### src/rtl/dfp_xcmp_pkg.sv
package dfp_xcmp_pkg;

    parameter int WORD_W     = 32;
    parameter int EXP_W_NARR = 10;
    parameter int EXP_W_WIDE = 14;

    localparam logic [WORD_W-1:0] FIELD_MASK_NARR = 32'h7FFC_0000;
    localparam logic [WORD_W-1:0] FIELD_MASK_WIDE = 32'h7FFF_C000;
    localparam logic [WORD_W-1:0] PAT_NAN_QUIET   = 32'h7C00_0000;
    localparam logic [WORD_W-1:0] PAT_NAN_SIGNAL  = 32'h7E00_0000;
    localparam logic [WORD_W-1:0] PAT_INFINITE    = 32'h7800_0000;

    typedef enum logic {
        FMT_NARR = 1'b0,
        FMT_WIDE = 1'b1
    } fmt_e;

    typedef struct packed {
        logic nan;
        logic inf;
    } kind_t;

    // Field order sets the bit position: lt is bit 3, un is bit 0.
    typedef struct packed {
        logic lt;
        logic gt;
        logic eq;
        logic un;
    } cond_t;

    function automatic logic [WORD_W-1:0] field_mask(fmt_e fmt);
        return (fmt == FMT_WIDE) ? FIELD_MASK_WIDE : FIELD_MASK_NARR;
    endfunction

    function automatic kind_t classify(logic [WORD_W-1:0] fld);
        kind_t k;
        k.nan = (fld == PAT_NAN_QUIET) || (fld == PAT_NAN_SIGNAL);
        k.inf = (fld == PAT_INFINITE);
        return k;
    endfunction

endpackage

### src/rtl/dfp_xcmp_kind.sv
module dfp_xcmp_kind
    import dfp_xcmp_pkg::*;
#(
    parameter int W = WORD_W
) (
    input  logic [W-1:0] word_hi,
    input  fmt_e         fmt,
    output kind_t        kind
);

    logic [W-1:0] comb_field;

    always_comb begin
        comb_field = word_hi & field_mask(fmt);
        kind       = classify(comb_field);
    end

    always_comb begin
        a_r2_kind_exclusive: assert (!(kind.nan && kind.inf))
            else $error("operand classified as NaN and infinity together");
        if (word_hi[W-1]) begin
            a_r1_sign_not_in_field: assert (comb_field[W-1] == 1'b0)
                else $error("sign bit leaked into combination field");
        end
    end

endmodule

### src/rtl/dfp_xcmp_exp.sv
module dfp_xcmp_exp
    import dfp_xcmp_pkg::*;
#(
    parameter int NARR_W = EXP_W_NARR,
    parameter int WIDE_W = EXP_W_WIDE
) (
    input  logic [WIDE_W-1:0] exp_in,
    input  fmt_e              fmt,
    output logic [WIDE_W-1:0] exp_eff
);

    localparam int PAD_W = WIDE_W - NARR_W;

    always_comb begin
        if (fmt == FMT_WIDE) begin
            exp_eff = exp_in;
        end else begin
            exp_eff = {{PAD_W{1'b0}}, exp_in[NARR_W-1:0]};
        end
    end

    always_comb begin
        if (fmt == FMT_NARR) begin
            a_r7_narrow_zero_ext: assert (exp_eff[WIDE_W-1:NARR_W] == '0)
                else $error("narrow exponent not zero-extended");
        end
    end

endmodule

### src/rtl/dfp_exp_compare.sv
module dfp_exp_compare
    import dfp_xcmp_pkg::*;
#(
    parameter int W      = WORD_W,
    parameter int NARR_W = EXP_W_NARR,
    parameter int WIDE_W = EXP_W_WIDE
) (
    input  logic [W-1:0]      op_a_hi,
    input  logic [W-1:0]      op_b_hi,
    input  logic              fmt_wide,
    input  logic [WIDE_W-1:0] exp_a,
    input  logic [WIDE_W-1:0] exp_b,
    output logic [3:0]        cond
);

    localparam int N_OPS = 2;

    fmt_e                           fmt;
    logic [N_OPS-1:0][W-1:0]        words;
    logic [N_OPS-1:0][WIDE_W-1:0]   exps_in;
    logic [N_OPS-1:0][WIDE_W-1:0]   exps_eff;
    kind_t [N_OPS-1:0]              kinds;
    cond_t                          res;
    logic                           any_special;
    logic                           both_finite;
    logic                           same_kind_special;

    assign fmt     = fmt_e'(fmt_wide);
    assign words   = {op_b_hi, op_a_hi};
    assign exps_in = {exp_b, exp_a};

    // Index 0 is operand A, index 1 is operand B.
    for (genvar i = 0; i < N_OPS; i++) begin : g_op
        dfp_xcmp_kind #(.W(W)) kind_i (
            .word_hi (words[i]),
            .fmt     (fmt),
            .kind    (kinds[i])
        );
        dfp_xcmp_exp #(.NARR_W(NARR_W), .WIDE_W(WIDE_W)) exp_i (
            .exp_in  (exps_in[i]),
            .fmt     (fmt),
            .exp_eff (exps_eff[i])
        );
    end

    always_comb begin
        any_special       = kinds[0].nan | kinds[0].inf | kinds[1].nan | kinds[1].inf;
        both_finite       = ~any_special;
        same_kind_special = (kinds[0].inf & kinds[1].inf) | (kinds[0].nan & kinds[1].nan);
        res.eq = (exps_eff[0] == exps_eff[1]) | same_kind_special;
        res.lt = both_finite & (exps_eff[0] < exps_eff[1]);
        res.gt = both_finite & (exps_eff[1] < exps_eff[0]);
        res.un = any_special & ~res.eq;
    end

    assign cond = res;

    always_comb begin
        a_r8_cond_onehot: assert ($onehot(cond))
            else $error("condition code not one-hot");
        if (cond[3] || cond[2]) begin
            a_r3_order_needs_finite: assert (!(kinds[0].nan || kinds[0].inf ||
                                               kinds[1].nan || kinds[1].inf))
                else $error("ordering reported with a special operand");
        end
        if (cond[0]) begin
            a_r6_unordered_needs_special: assert (kinds[0].nan || kinds[0].inf ||
                                                  kinds[1].nan || kinds[1].inf)
                else $error("unordered reported for two finite operands");
        end
        if (!fmt_wide && exp_a[NARR_W-1:0] == exp_b[NARR_W-1:0]) begin
            a_r7_narrow_low_bits_equal: assert (cond == 4'b0010)
                else $error("equal narrow exponents not reported equal");
        end
    end

endmodule

### config.mk
export PLATFORM = sky130hd
export DESIGN_NAME = dfp_exp_compare
export DESIGN_NICKNAME = d
export VERILOG_FILES = /design/src/rtl/dfp_xcmp_pkg.sv /design/src/rtl/dfp_xcmp_kind.sv /design/src/rtl/dfp_xcmp_exp.sv /design/src/rtl/dfp_exp_compare.sv
export SDC_FILE = /design/constraint.sdc
export NUM_CORES = 1
export LEC_CHECK = 0
export ABC_AREA = 1
export CAP_MARGIN = 40
export CORE_MARGIN = 2
export CORE_UTILIZATION = 40
export DETAILED_ROUTE_END_ITERATION = 7
export DONT_BUFFER_PORTS = 1
export GPL_TIMING_DRIVEN = 0
export SYNTH_ARGS = -nofsm -noshare
export SYNTH_HDL_FRONTEND = slang
export SYNTH_HIERARCHICAL = 1
export SYNTH_SLANG_ARGS = --single-unit
### constraint.sdc
create_clock -name vclk -period 1.6
set_clock_uncertainty 0.15 [all_clocks]
set_input_delay 0.08 -clock vclk [all_inputs]
set_output_delay 0.08 -clock vclk [all_outputs]
set_load 0.02 [all_outputs]
==> impl_metrics.toml <==
[outcome]
outcome = "completed"

[setup_path]
crit_buf_inv = 2
arrival_ns = 1.24
worstPathMaxFanout = 3
worstSetupPathType = "input port to output port"
worst-endpoint-required_ns = 1.37
cp-end-kind = "output port"
slowest_stage = "ha_1"
crit_chain = "buf_4 > inv_1 > ha_1 > nand2_2 > nor2_1 > nand2_2 > nor2_1 > or2_4 > nor2_2"
max_stage_delay_ns = 0.31
crit_family = "simple AND/OR/NAND/NOR gates"
cp-start-kind = "input port"
critPathLaunch = "exp_a[9]"

[sta]
drv_slew = 0
setup_tns_ns = 0
max_freq_mhz = 679.9
setup_viol = 0
holdWs_ns = 0.4694
slew_headroom_pct = 80.89
max_slew.worst_pin.slew_ns = 0.2868
rsz0062_at_grt = "false"
hold_violations = 0
period_share_pct = 91.92
min_period_ns = 1.471

[synth]
synth_xor_area_share_pct = 0
synth_nets = 272
synth.distinct_cells = 14
synth-simple-area-share_pct = 39.14
synth_compound_area_share_pct = 4.029
synthMuxAreaShare_pct = 0
synthCells = 165
ys_warn_count = 6
syn_area_per_cell_um2 = 5.270
synth_top_family_by_area = "simple AND/OR/NAND/NOR gates"
syn-cell-area_um2 = 869.6
ys_seq_area_share_pct = 0
synth_fa_ha_area_share_pct = 20.14

[die]
ios = 97
die_y_um = 50.63
chipWidth_um = 50.63
core_area_mm2 = 0.002002
fp.dieArea_mm2 = 0.002563
rows = 16
start_util_pct = 43.44

[drt]
highest_layer = "met3"
wl_met2_um = 721
wl_per_cell_um = 7.385
final_antenna_net_count = 0
wl_met3_um = 118
routed-via-count = 815
drt_pass1_iterations = 4
drt_iter0_markers = 3
drc = 0
wirelength_um = 1418
wl_met1_um = 577
via_per_inst = 4.245

[global_route]
grt_pass1_wl_um = 2173
track_usage_pct = 10.06
grt_pass1_vias = 619
grt_overflow = 0
grt_antenna_before_repair = 0
grt_max_degree = 11

[final_layout]
areaGrowthSynthToFinish_pct = 4.604
seq_area_um2 = 0
drive_gt1_share_pct = 20.61
final_common_cell = "inv_1"
num_antenna_cells = 0
nClkBuffers = 0
layout_common_cells = "inv_1 (44), nand2_1 (43), buf_4 (20)"
seq_cell_count = 0
layout.nets = 274

[power_and_ir_drop]
irDropWorstVdd_uv = 88.89
power_density_mw_per_mm2 = 198.5
power.leakage_nw = 0.6023

[placed_design]
dp_hpwl_um = 1390
gp_congestion = 0.6889
port_buffers = 0

[min_path]
worstHoldStart = "op_b_hi[26]"
holdCritPathClass = "input port to output port"

[flow_run]
maxCapViolCount = 0
synth_stat cells:
cell type | n | area (µm²)
a21oi_1 | 5 | 25.02
clkinv_1 | 1 | 3.750
or2_4 | 1 | 8.760
nand2_2 | 5 | 31.28
nor3_1 | 2 | 10.01
nand2_1 | 43 | 161.4
ha_1 | 14 | 175.2
o21ai_0 | 2 | 10.01
nor2_2 | 5 | 31.28
inv_1 | 44 | 165.2
nand3_2 | 1 | 10.01
nor2_1 | 18 | 67.56
nand3_1 | 4 | 20.02
buf_4 | 20 | 150.1
worst paths after layout:
path / endpoint / slack (ns) / cells past startpoint
min: cond[0] / 0.47 / 5
max: cond[0] / 0.13 / 9
power breakdown:
group	leakage (nW)	internal [mW]	switching (mW)	total, mW
registers	0	0	0	0
clock network	0	0	0	0
logic	0.602	0.0882	0.0924	0.181
routing by layer:
layer | vias up | GRT usage (%)
met5 | - | 0
met4 | 0 | 0
met3 | 0 | 0.2976
met2 | 42 | 19.52
met1 | 315 | 12.94
li1 | 458 | -
layout make-up:
cell class	instances	area, µm²
Fill cell	230	1092
Inverter	45	168.9
Buffer	20	150.1
Tap cell	27	33.78
Multi-Input combinational cell	100	556.8
timing repair:
item	4_1_cts	5_1_grt
buffers inserted	0	0
hold buffers	0	0
hold endpoints to repair	0	0
resized for setup	0	2
endpoints found under the setup margin	0	2
tightest hold or removal path: cells and delay by family:
family / cells / cell delay (ns)
and+or+nand+nor: 5 / 0.45
cells by family (layout without fill, tap and decap cells):
logic type,Yosys count,after routing
buf+inv,65,65
compound gates,7,7
fa+ha+maj,14,14
simple gates,79,79
per-stage QoR:
step           total power [mW]  setup WS (ns)  cells  util (%)  area, µm²
4_1_cts                  0.1820        0.06561    192     45.13      903.4
3_5_place_dp             0.1812        0.07664    192     45.13      903.4
6_report                 0.1806         0.1292    192     45.44      909.6
3_3_place_gp             0.1743        0.07725    192     45.13      903.4
5_1_grt                  0.2104        0.03592    192     45.44      909.6
2_1_floorplan            0.1583         0.1883    165         -      869.6
(Power assumes the default switching activity.)
